<file path="config.mk">
export PLATFORM = sky130hd
export DESIGN_NAME = led_shift_serializer
export DESIGN_NICKNAME = d
export VERILOG_FILES = /design/src/rtl/led_shift_serializer.sv
export SDC_FILE = /design/constraint.sdc
export NUM_CORES = 1
export LEC_CHECK = 0
export CORE_AREA = 3 3 176 92
export CTS_CLUSTER_DIAMETER = 150
export DETAILED_ROUTE_END_ITERATION = 10
export DIE_AREA = 0 0 179 95
export GPL_TIMING_DRIVEN = 0
export PLACE_DENSITY = 0.82
export REMOVE_ABC_BUFFERS = 1
export SLEW_MARGIN = 20
export SYNTH_ARGS = -nofsm -noshare
export SYNTH_HDL_FRONTEND = slang
export SYNTH_SLANG_ARGS = --single-unit
</file>
<file path="constraint.sdc">
create_clock -name clk -period 6.4 [get_ports clk]
set_input_delay 1.28 -clock clk [delete_from_list [all_inputs] [get_ports clk]]
set_output_delay 1.28 -clock clk [all_outputs]
set_load 0.02 [all_outputs]
</file>
<file path="src/rtl/led_shift_serializer.sv">
module led_shift_serializer #(
  parameter int NPORTS     = 8,
  parameter int HALF_TICKS = 4,
  parameter int SLOT_LIMIT = 15,
  parameter int CFG_W      = 8,
  localparam int PW        = (NPORTS > 1) ? $clog2(NPORTS) : 1
) (
  input  logic             clk,
  input  logic             rst_n,
  input  logic             req_valid,
  input  logic [PW-1:0]    req_port,
  input  logic [31:0]      req_state,
  input  logic             map_we,
  input  logic [PW-1:0]    map_port,
  input  logic [PW-1:0]    map_slot,
  input  logic [CFG_W-1:0] pre_clocks,
  input  logic [CFG_W-1:0] post_clocks,
  output logic             sclk,
  output logic             sload,
  output logic             sdata,
  output logic             busy
);
  localparam int NBITS = 3 * NPORTS;
  localparam int HW    = (HALF_TICKS > 1) ? $clog2(HALF_TICKS) : 1;
  localparam int CW    = $clog2(NBITS) + CFG_W;

  typedef enum logic [2:0] {S_IDLE, S_PRE, S_LOAD, S_DATA, S_POST} st_t;

  st_t              st;
  logic [PW-1:0]    slot_map [NPORTS];
  logic [NBITS-1:0] pattern, shreg, nxt_pat;
  logic [HW-1:0]    tick;
  logic             ph;
  logic [CW-1:0]    cnt;
  logic [CFG_W-1:0] pre_q, post_q;
  logic             unused_bits;

  assign unused_bits = ^{req_state[31:23], req_state[7:0]};

  wire accept   = req_valid && (st == S_IDLE) && (int'(req_state[15:8]) < SLOT_LIMIT);
  wire half_end = (tick == HW'(HALF_TICKS - 1));
  wire clk_end  = half_end && !ph;

  always_comb begin
    int base;
    nxt_pat = pattern;
    base = 3 * int'(slot_map[req_port]);
    nxt_pat[base]     = req_state[20] | req_state[21];
    nxt_pat[base + 1] = req_state[19];
    nxt_pat[base + 2] = req_state[22];
  end

  always_ff @(posedge clk) begin
    if (!rst_n) begin
      for (int i = 0; i < NPORTS; i++) slot_map[i] <= PW'(i);
    end else if (map_we) begin
      slot_map[map_port] <= map_slot;
    end
  end

  always_ff @(posedge clk) begin
    if (!rst_n) begin
      st      <= S_IDLE;
      ph      <= 1'b0;
      tick    <= '0;
      cnt     <= '0;
      pattern <= '0;
      shreg   <= '0;
      pre_q   <= '0;
      post_q  <= '0;
    end else if (st == S_IDLE) begin
      if (accept) begin
        pattern <= nxt_pat;
        shreg   <= nxt_pat;
        pre_q   <= pre_clocks;
        post_q  <= post_clocks;
        st      <= (pre_clocks != '0) ? S_PRE : S_LOAD;
        ph      <= 1'b1;
        tick    <= '0;
        cnt     <= '0;
      end
    end else begin
      tick <= half_end ? '0 : tick + HW'(1);
      if (half_end) ph <= ~ph;
      if (half_end && ph && st == S_DATA) shreg <= shreg >> 1;
      if (clk_end) begin
        case (st)
          S_PRE:
            if (cnt == CW'(pre_q) - CW'(1)) begin st <= S_LOAD; cnt <= '0; end
            else cnt <= cnt + CW'(1);
          S_LOAD: begin st <= S_DATA; cnt <= '0; end
          S_DATA:
            if (cnt == CW'(NBITS - 1)) begin
              st  <= (post_q != '0) ? S_POST : S_IDLE;
              cnt <= '0;
            end else cnt <= cnt + CW'(1);
          S_POST:
            if (cnt == CW'(post_q) - CW'(1)) begin st <= S_IDLE; cnt <= '0; end
            else cnt <= cnt + CW'(1);
          default: st <= S_IDLE;
        endcase
      end
    end
  end

  assign busy  = (st != S_IDLE);
  assign sclk  = busy && ph;
  assign sload = (st == S_LOAD);
  assign sdata = ((st == S_DATA) || (st == S_LOAD && !ph)) ? shreg[0] : 1'b0;


  sdata_hold_chk: assert property (@(posedge clk) disable iff (!rst_n)
    sclk |-> $stable(sdata));


  pattern_frozen_chk: assert property (@(posedge clk) disable iff (!rst_n)
    busy && $past(busy) |-> $stable(pattern));


  slot_reject_chk: assert property (@(posedge clk) disable iff (!rst_n)
    req_valid && !busy && (int'(req_state[15:8]) >= SLOT_LIMIT) |=> !busy);


  load_edge_chk: assert property (@(posedge clk) disable iff (!rst_n)
    $rose(sload) |-> $rose(sclk));


  busy_start_chk: assert property (@(posedge clk) disable iff (!rst_n)
    $rose(busy) |-> sclk);


  high_min_chk: assert property (@(posedge clk) disable iff (!rst_n)
    $rose(sclk) |=> sclk);
endmodule

</file>
==> results.toml <==
[outcome]
status = "finished clean"

[drt]
postRouteAntennaNets = 0
wirelength_microns = 20100
drc = 0
viasPerCell = 6.43
vias = 7234
firstDrtPassIters = 5
wl_per_cell_microns = 17.9
drt_iter0_drc = 783

[floorplanning]
num_rows = 31
fp.dieH_microns = 95
die_x_microns = 179
start_util_pct = 50.4
core-area_sq_um = 14500
io_pins = 65
dieArea_sq_um = 17000

[setup_path]
cp.arrival_ns = 6.56
crit_required_ns = 6.69
critical-path-max-stage-delay_ns = 0.82
slowest_stage = "fa_2"
cp-start-kind = "input pin"
critPathTopFamily = "adder cells"
crit_buf_inv = 2
crit_fanout = 20
path_class = "input pin to flop"
worstSetupEndpointType = "flop"
path_cells = "clkdlybuf4s50_1 > mux4_1 > mux2i_1 > inv_1 > ha_1 > fa_2 > ha_2 > and3_2 > xnor3_1 > a2111oi_0 > a211o_1 > nand3_1 > a21oi_1"

[power]
power_density_nw_per_um2 = 232
p_total_mw = 1.89
ir_drop_mv = 0.154
p_leak_nw = 2.71

[timing]
final.setup.worst_slack_ns = 0.129
min_period_ns = 6.27
finalSetupViolations = 0
hold_ws_ns = 0.456
skew_ns = 0.00962
rsz0062_at_grt = "false"
report.final.slew_viol_count = 0
relSlewSlack_pct = 29.0
timing.fmax_mhz = 159
worst_slew_pin_slew_ns = 1.06
hold_viol = 0
timing.final.crit_share_pct = 98.0
fin_tns_setup_ns = 0

[grt]
grtUsageTotal_pct = 23.6
grt_max_degree = 38
grt_overflow = 0
grt_pass1_vias = 6586
grt_pass1_wl_microns = 32300
antenna_found_initial = 0

[cells_and_area]
synthToLayoutAreaGrowth_pct = 11.4
utilization_pct = 56.1
layout_common_cells = "nand2_1, dfxtp_1, a21oi_1"
layout-drive-gt1-share_pct = 6.90
n_antenna_cell = 0
final_nets = 997
layout_commonest_cell = "nand2_1"
fin_cells = 1125
design_area_sq_um = 8160

[clock_tree]
ctsHoldBuffers = 0
ctsRootBufferMaster = "clkbuf_16"
ctsLongestPathBuffers = 2
cts.clk_slew.worst_paths_ns = 0.07
cts_buffers = 9
cts_tree = "done"
htreeDepth = 3
clk_latency_ns = 0.36
clock_sinks = 107

[place]
gp_congestion = 0.952
dp_hpwl_microns = 13800
pre_cts_slack_ns = -0.684
place_area_sq_um = 7830
io_buffers = 44
place_inst = 1110

[flow_run]
drv_cap = 0

[synthesis]
netlist_top_cells_area = "dfxtp_1, edfxtp_1, nand2_1"
synth_top_area_share_pct = 22.7
syn_area_sq_um = 7320
ys.warnings.count = 0
ys_types = 76
synth_top_area_cell = "dfxtp_1"
synth_edf_count = 24
netlist_instances = 938
synthFlopType = "dfxtp_1"
seq_area_frac_synth_pct = 32.5
syn_area_per_cell_sq_um = 7.81
synth_seq_cells = 107
synthArstFlopShare_pct = 0

[hold_path]
hold_class = "flop to flop"
[registers in the layout (all words and copies together) (netlist names)]
signal,count
pattern,24
shreg,24
slot_map,24
cnt,13
post_q,8
pre_q,8
st,3
tick,2
ph,1
[where the power goes]
part           internal [mW]  switching (mW)  leakage, nW
clock network          0.330           0.261        0.155
registers              0.705         0.00843        0.905
logic                  0.197           0.391         1.65
total                   1.23           0.661         2.71
[worst paths after layout]
path                                                   start                        to  slack (ns)  depth (start not counted)
worst max-delay path                             req_port[0]  pattern[13]$_SDFFE_PN0P_        0.13                         13
worst max register to register  slot_map[6][1]$_SDFFCE_PN1P_  pattern[13]$_SDFFE_PN0P_        1.60                         12
worst min register to register      pattern[20]$_SDFFE_PN0P_  pattern[20]$_SDFFE_PN0P_        0.46                          2
worst min-delay path                pattern[20]$_SDFFE_PN0P_  pattern[20]$_SDFFE_PN0P_        0.46                          2
[cell families after synthesis]
family / count (synthesis) / share of synthesized area [%]
adder cells (fa/ha/maj): 13 / 2.32
flip-flops: 107 / 32.5
multiplexers: 35 / 5.35
XOR/XNOR: 21 / 2.89
buffers and inverters: 101 / 5.67
AO/OA/AOI/OAI: 288 / 26.1
AND/OR/NAND/NOR: 373 / 25.2
[worst min-delay path: stages (launching register included)]
cell and delay, ns:
dfxtp_1 0.31, nand2_1 0.05, a21oi_1 0.05
[metal layers]
layer  wire length, microns  vias up  track usage (%)  share of wire (%)
li1                       -     3457                -                  -
met1                   8760     3407             30.3                 44
met2                   9270      314             39.4                 46
met3                   1540       56             4.70                7.7
met4                    541        0             9.20                2.7
met5                      0        -                0                  0
[timing repair]
| action | in CTS | in global routing |
|---|---|---|
| endpoints found under the setup margin | 28 | 7 |
| gates resized for setup | 4 | 1 |
| setup buffers | 0 | 0 |
[cells in the mapped netlist, types with 4 or more instances]
cell type  count
o221ai_1       7
nor3_1        28
o211a_1        4
or4_1          7
xnor2_1       10
nand3b_1       7
a211o_1        5
inv_1         21
a21oi_1       73
o21a_1         6
edfxtp_1      24
nand2_1      134
nor2_1        48
a211oi_1      12
o31ai_1        5
o211ai_1      21
buf_2          5
mux2_2         6
xor2_1         9
o2111ai_1      4
clkbuf_1      64
mux2i_1       26
o21ai_0       63
o22ai_1        4
nor4_1        14
nor2b_1        9
and2_1        16
nand3_1       36
dfxtp_1       83
or3_1         23
nand4_1       15
or2_2          6
and3_1         8
a31oi_1       33
o311ai_0      13
ha_1          12
a2111oi_0      4
buf_1          6
buf_6          4
nand2b_1      13
[cell type report]
| cell class | count | area, sq um |
|---|---|---|
| clock buffers | 10 | 250 |
| fillers | 1335 | 6390 |
| multi-input cells | 730 | 4580 |
| repair buffers | 53 | 554 |
| clock inverters | 5 | 65.1 |
| flip-flops and latches | 107 | 2380 |
| inverters | 22 | 82.6 |
| well taps | 198 | 248 |
(Power assumes the default switching activity.)
